### src/rtl/wp_pkg.sv
package wp_pkg;
   typedef struct packed {
      logic rd;
      logic arm;
      logic clr;
      logic wr;
      logic lock;
   } wp_ops_t;

   localparam int unsigned WP_MAX_ADDR_W = 16;
endpackage

### src/rtl/wp_store.sv
module wp_store #(
   parameter int unsigned ADDR_W = 8
) (
   input  logic                 clk,
   input  logic                 rst_n,
   input  logic                 test_rst_n,
   input  logic                 pe,
   input  wp_pkg::wp_ops_t      ops,
   input  logic [ADDR_W-1:0]    op_addr,
   output logic [ADDR_W-1:0]    thr,
   output logic                 thr_valid,
   output logic                 armed,
   output logic                 locked
);
   logic may_change, do_load, do_clear;

   assign may_change = pe && armed && !locked;
   assign do_load    = may_change && ops.wr;
   assign do_clear   = may_change && ops.clr && !ops.wr;

   always_ff @(posedge clk or negedge test_rst_n) begin
      if (!test_rst_n) begin
         thr       <= '0;
         thr_valid <= 1'b0;
         locked    <= 1'b0;
      end else begin
         if (do_load) begin
            thr       <= op_addr;
            thr_valid <= 1'b1;
         end else if (do_clear) begin
            thr_valid <= 1'b0;
         end
         if (pe && ops.lock) locked <= 1'b1;
      end
   end

   always_ff @(posedge clk or negedge rst_n) begin
      if (!rst_n) begin
         armed <= 1'b0;
      end else if (do_load || do_clear) begin
         armed <= 1'b0;
      end else if (pe && ops.arm) begin
         armed <= 1'b1;
      end
   end

   AST_LOCK_STICKY: assert property (@(posedge clk) disable iff (!test_rst_n)
      locked |=> locked);
   AST_LOCK_FROZEN: assert property (@(posedge clk) disable iff (!test_rst_n)
      locked |=> ($stable(thr) && $stable(thr_valid)));
   AST_PE_LOW_HOLD: assert property (@(posedge clk) disable iff (!test_rst_n)
      !pe |=> ($stable(thr) && $stable(thr_valid)));
   AST_ARM_NEEDS_PE: assert property (@(posedge clk) disable iff (!rst_n)
      (!pe && !armed) |=> !armed);
   AST_ARM_USED: assert property (@(posedge clk) disable iff (!rst_n || !test_rst_n)
      (ops.wr && pe && armed && !locked) |=> !armed);
endmodule

### src/rtl/wp_compare.sv
module wp_compare #(
   parameter int unsigned ADDR_W     = 8,
   parameter bit          CMP_RIPPLE = 1'b1
) (
   input  logic [ADDR_W-1:0] cand,
   input  logic [ADDR_W-1:0] thr,
   output logic              below
);
   generate
      if (CMP_RIPPLE) begin : g_ripple
         logic [ADDR_W:0] lt_acc;
         logic [ADDR_W:0] eq_acc;
         assign lt_acc[ADDR_W] = 1'b0;
         assign eq_acc[ADDR_W] = 1'b1;
         for (genvar i = ADDR_W - 1; i >= 0; i--) begin : g_bit
            assign lt_acc[i] = lt_acc[i+1] | (eq_acc[i+1] & ~cand[i] & thr[i]);
            assign eq_acc[i] = eq_acc[i+1] & (cand[i] == thr[i]);
         end
         assign below = lt_acc[0];
      end else begin : g_magnitude
         assign below = (cand < thr);
      end
   endgenerate
endmodule

### src/rtl/wp_readback.sv
module wp_readback #(
   parameter int unsigned ADDR_W = 8
) (
   input  logic              clk,
   input  logic              rst_n,
   input  logic              load,
   input  logic              shift,
   input  logic [ADDR_W-1:0] value,
   output logic              rb_bit
);
   localparam int unsigned SH_W = ADDR_W + 1;
   logic [SH_W-1:0] sh;

   always_ff @(posedge clk or negedge rst_n) begin
      if (!rst_n)     sh <= '0;
      else if (load)  sh <= {1'b0, value};
      else if (shift) sh <= {sh[SH_W-2:0], 1'b0};
   end

   assign rb_bit = sh[SH_W-1];

   AST_DUMMY_FIRST: assert property (@(posedge clk) disable iff (!rst_n)
      load |=> !rb_bit);
endmodule

### src/rtl/wp_threshold_unit.sv
module wp_threshold_unit #(
   parameter int unsigned ADDR_W     = 8,
   parameter bit          CMP_RIPPLE = 1'b1
) (
   input  logic              clk,
   input  logic              rst_n,
   input  logic              test_rst_n,
   input  logic              pe,
   input  logic              op_rd,
   input  logic              op_arm,
   input  logic              op_clr,
   input  logic              op_wr,
   input  logic              op_lock,
   input  logic [ADDR_W-1:0] op_addr,
   input  logic              rb_shift,
   input  logic [ADDR_W-1:0] cand_addr,
   output logic              wr_permit,
   output logic              wall_permit,
   output logic              rb_bit,
   output logic              armed,
   output logic              locked
);
   generate
      if (ADDR_W < 2 || ADDR_W > wp_pkg::WP_MAX_ADDR_W) begin : g_bad_width
         $error("wp_threshold_unit: ADDR_W out of range");
      end
   endgenerate

   wp_pkg::wp_ops_t   ops;
   logic [ADDR_W-1:0] thr;
   logic              thr_valid;
   logic              below;
   logic [ADDR_W-1:0] rb_value;

   assign ops = '{rd: op_rd, arm: op_arm, clr: op_clr, wr: op_wr, lock: op_lock};

   wp_store #(.ADDR_W(ADDR_W)) u_store (
      .clk(clk), .rst_n(rst_n), .test_rst_n(test_rst_n), .pe(pe),
      .ops(ops), .op_addr(op_addr), .thr(thr), .thr_valid(thr_valid),
      .armed(armed), .locked(locked)
   );

   wp_compare #(.ADDR_W(ADDR_W), .CMP_RIPPLE(CMP_RIPPLE)) u_cmp (
      .cand(cand_addr), .thr(thr), .below(below)
   );

   assign rb_value = thr_valid ? thr : {ADDR_W{1'b1}};

   wp_readback #(.ADDR_W(ADDR_W)) u_rb (
      .clk(clk), .rst_n(rst_n), .load(op_rd), .shift(rb_shift),
      .value(rb_value), .rb_bit(rb_bit)
   );

   assign wr_permit   = !thr_valid || below;
   assign wall_permit = !thr_valid;

   AST_WALL_IMPLIES_ONE: assert property (@(posedge clk) disable iff (!rst_n || !test_rst_n)
      wall_permit |-> wr_permit);
   AST_TOP_BLOCKED: assert property (@(posedge clk) disable iff (!rst_n || !test_rst_n)
      (thr_valid && (cand_addr >= thr)) |-> !wr_permit);
endmodule

### config.mk
export PLATFORM = sky130hd
export DESIGN_NAME = wp_threshold_unit
export DESIGN_NICKNAME = d
export VERILOG_FILES = /design/src/rtl/wp_pkg.sv /design/src/rtl/wp_store.sv /design/src/rtl/wp_compare.sv /design/src/rtl/wp_readback.sv /design/src/rtl/wp_threshold_unit.sv
export SDC_FILE = /design/constraint.sdc
export NUM_CORES = 1
export LEC_CHECK = 0
export CAP_MARGIN = 15
export CELL_PAD_IN_SITES_DETAIL_PLACEMENT = 0
export CELL_PAD_IN_SITES_GLOBAL_PLACEMENT = 1
export CORE_MARGIN = 5
export CORE_UTILIZATION = 46
export DETAILED_ROUTE_END_ITERATION = 8
export DONT_BUFFER_PORTS = 1
export HOLD_SLACK_MARGIN = 0.15
export PLACE_DENSITY = 0.81
export SLEW_MARGIN = 20
export SYNTH_ARGS = -nofsm -noshare
export SYNTH_HDL_FRONTEND = slang
export SYNTH_SLANG_ARGS = --single-unit
### constraint.sdc
create_clock -name clk -period 2.15 [get_ports clk]
set_clock_uncertainty 0.05 [all_clocks]
set_input_delay 0.215 -clock clk [delete_from_list [all_inputs] [get_ports clk]]
set_output_delay 0.215 -clock clk [all_outputs]
set_load 0.005 [all_outputs]
==> metrics.md <==
| Metric | Value |
|---|---|
| Status | `finished, final reports clean` |
| Total Wirelength | `2148 µm` |
| Via/cell ratio | `5.421` |
| Crit Path Category | `reg -> out` |
| Root buf cell | `clkbuf_4` |
| Sequence of cells on the critical path | `nand2b_1 > maj3_2 > maj3_2 > maj3_2 > o21ai_2` |
| GRT met3 Usage | `4.408%` |
| Clock Latency Late Sink | `300 ps` |
| Starting Density | `48.80%` |
| Critical Path Sink Type | `output pin` |
| Inst Count DP | `104` |
| Clk buf depth | `2` |
| Worst Path Buf+Inv | `0` |
| Number of synthesized flops with an enable pin | `0` |
| Final HPWL DP | `1455 µm` |
| Critical Path RT | `1880 ps` |
| CTS H-tree lvls | `1` |
| Most numerous cell on the critical path | `maj3_2` |
| Antenna violations before repair | `0` |
| Layout fillers | `160` |
| Gr usage total | `14.39%` |
| Routed Antenna Nets | `0` |
| Crit path largest cell delay | `370 ps` |
| Reg2reg path depth | `2` |
| Most frequent cells after synthesis | `20 x dfrtp_1, 14 x mux2_2, 7 x inv_1, 7 x o22a_1` |
| Yosys cell types | `26` |
| Largest family of logic cells by synthesized area | `multiplexers` |
| Die Span Y | `55.86 µm` |
| Post-Synth Simple-Gate Area | `7.503%` |
| Crit-path slowest cell | `dfrtp_1` |
| Met2 usage | `25.17%` |
| Gr busiest metal | `met2` |
| Diode count | `0` |
| Final TNS setup | `0 ps` |
| CP startpoint kind | `register` |
| DR vias | `683` |
| Layout area overhead | `25.87%` |
| Synth Area in XOR/XNOR | `1.811%` |
| Delay-heaviest family, CP | `adder cells` |
| # rows | `16` |
| Syn Inst Count | `79` |
| Initial drt markers | `9` |
| Total power | `0.8931 mW` |
| Finished Layout Cells | `126` |
| Yosys top cell area share | `51.75%` |
| Crit path depth | `5` |
| DR pass1 iterations | `4` |
| Cell area after synthesis | `967.2 µm²` |
| Multi-input gate area | `442.9 µm²` |
| Crit share post-route | `95.89%` |
| Synth async-reset ratio | `100.0%` |
| Share of layout cells above drive strength 1 | `24.24%` |
| Core Area | `1982 µm²` |
| Synth Area in Adders | `5.821%` |
| GRT Residual Overflow | `0` |
| Post-synthesis sequential area ratio | `51.75%` |
| FF+latch area | `500.5 µm²` |
| Slew Limit Fails | `0` |
| HP Class | `in -> reg` |
| Worst-path clk slew | `110 ps` |
| Pwr per Cell Area | `733.6 nW/µm²` |
| Final hold violation count | `0` |
| CP Max Fanout | `2` |
| CTS buffer count | `3` |
| Maximum VDD drop | `0.4832 mV` |
| Count leader, synth | `dfrtp_1` |
| Die Width | `55.86 µm` |
| RSZ-0062 raised after global routing | `no` |
| Max-slew headroom | `69.02%` |
| WL/cell | `17.05 µm` |
| Pin count of the biggest net entering global routing | `12` |
| Syn Area/Cell | `12.24 µm²` |
| Tmin final | `2062 ps` |
| Tightest Pin Transition | `463.2 ps` |
| Post-route DRC | `0` |
| Num ports | `31` |
| Met1 Resource Use GR | `16.52%` |
| Compound-Gate Fraction of Synth Area | `12.29%` |
| Buffers on Ports | `0` |
| Max cap viols | `0` |
| CTS tree | `done` |
| Synth area leader | `dfrtp_1` |
| Pleak | `0.5206 nW` |
| Synth top area cells | `dfrtp_1 52%, mux2_2 16%, o22a_1 6.3%` |
| Vias in the first global route | `712` |
| Top_reg_cell synth | `dfrtp_1` |
| Mux contribution to synthesized area | `17.34%` |
| Worst EP arrival | `1800 ps` |
| # nets final | `127` |
| Synthesis Warnings | `0` |
| Number of synthesized register bits | `20` |
| Syn_nets | `106` |
| WHS Path Cells | `3` |
| Final setup fails | `0` |
| FMAX | `485.1 MHz` |
| Gpl congestion | `0.7085` |
| Clk sinks | `20` |
| First-pass GRT wire length | `3477 µm` |
| Die ar. | `3120 µm²` |
[metrics by stage]
step	utilization [%]	cell area (µm²)	hold WS, ps	worst slack [ps]
after floorplan	-	967.2	-130.6	438.4
after global placement	50.13	993.5	-130.3	363.9
after detailed placement	50.13	993.5	-130.3	310.8
after CTS	61.11	1211	159.3	16.50
after global routing	61.43	1217	159.1	1.508
final	61.43	1217	163.4	88.36
[routing by layer]
| metal | routed length (µm) | part of all wire (%) | vias to the layer above |
|---|---|---|---|
| met5 | 0 | 0 | - |
| met4 | 21 | 0.98 | 0 |
| met3 | 117 | 5.4 | 4 |
| met2 | 1157 | 54 | 24 |
| met1 | 851 | 40 | 328 |
| li1 | - | - | 327 |
[where the power goes]
part	internal, mW	switching, mW	leakage [nW]
clock network	0.103	0.117	0.0210
logic	0.119	0.0795	0.259
registers	0.435	0.0392	0.241
[registers in the layout, summed over array words and instances (netlist names)]
| signal | cells |
|---|---|
| u_store.thr_valid | 1 |
| u_rb.sh | 9 |
| u_store.armed | 1 |
| u_store.thr | 8 |
| u_store.locked | 1 |
[final cells by class]
type	instances	share of cell area [%]
inverter	7	2.158
timing repair buffer	18	14.59
tap	27	2.775
multi-input combinational	50	36.38
sequential	20	41.11
clock buffer	4	2.980
[cell families after synthesis]
| kind of cell | count (synthesis) |
|---|---|
| fa+ha+maj | 5 |
| simple gates | 12 |
| flops | 20 |
| xor+xnor | 2 |
| mux | 15 |
| buf+inv | 9 |
| compound gates | 16 |
[worst paths after layout]
path                                    from              to  slack [ps]
max                           u_store.thr[0]       wr_permit          90
min reg2reg                u_store.thr_valid      u_rb.sh[4]         460
max in group asynchronous              rst_n      u_rb.sh[5]        1500
max reg2reg                   u_store.locked  u_store.thr[5]         650
min in group asynchronous         test_rst_n  u_store.thr[2]         230
min                                    op_wr   u_store.armed         160
[cell usage in the layout, fill, tap and decap left out]
cell type      netlist  routed
dfrtp_1             20      20
nor2_1               2       2
inv_1                7       7
nor2b_1              3       3
a21o_1               2       2
a31oi_1              1       1
o22a_1               7       7
clkbuf_4             0       3
maj3_2               3       3
and4b_1              1       1
nor3_1               1       1
a2111oi_2            0       1
mux2i_1              1       1
nand2b_1             1       1
nand2_1              1       1
dlygate4sd3_1        0      17
a211oi_1             1       1
nand3_1              1       1
maj3_1               1       1
clkbuf_8             0       1
nand4b_1             1       1
ha_1                 1       1
a21oi_1              2       2
o21ai_0              1       1
nor3b_1              1       1
mux2_2              14      14
buf_4                0       1
xnor2_1              2       2
o21ai_2              0       1
[worst reg2reg max path, stage by stage, from the launching register on]
cell	delay [ps]
dfrtp_1	450
nand4b_1	480
mux2_2	420
[what timing repair did]
| item | in CTS | in global routing |
|---|---|---|
| hold buffers | 17 | 0 |
| endpoints found under the setup margin | 1 | 1 |
| pin swaps | 0 | 3 |
| endpoints found under the hold margin | 40 | 0 |
| buffers inserted | 1 | 0 |
| resized for setup | 1 | 2 |
Note: power is estimated with default switching activity, not from simulation.
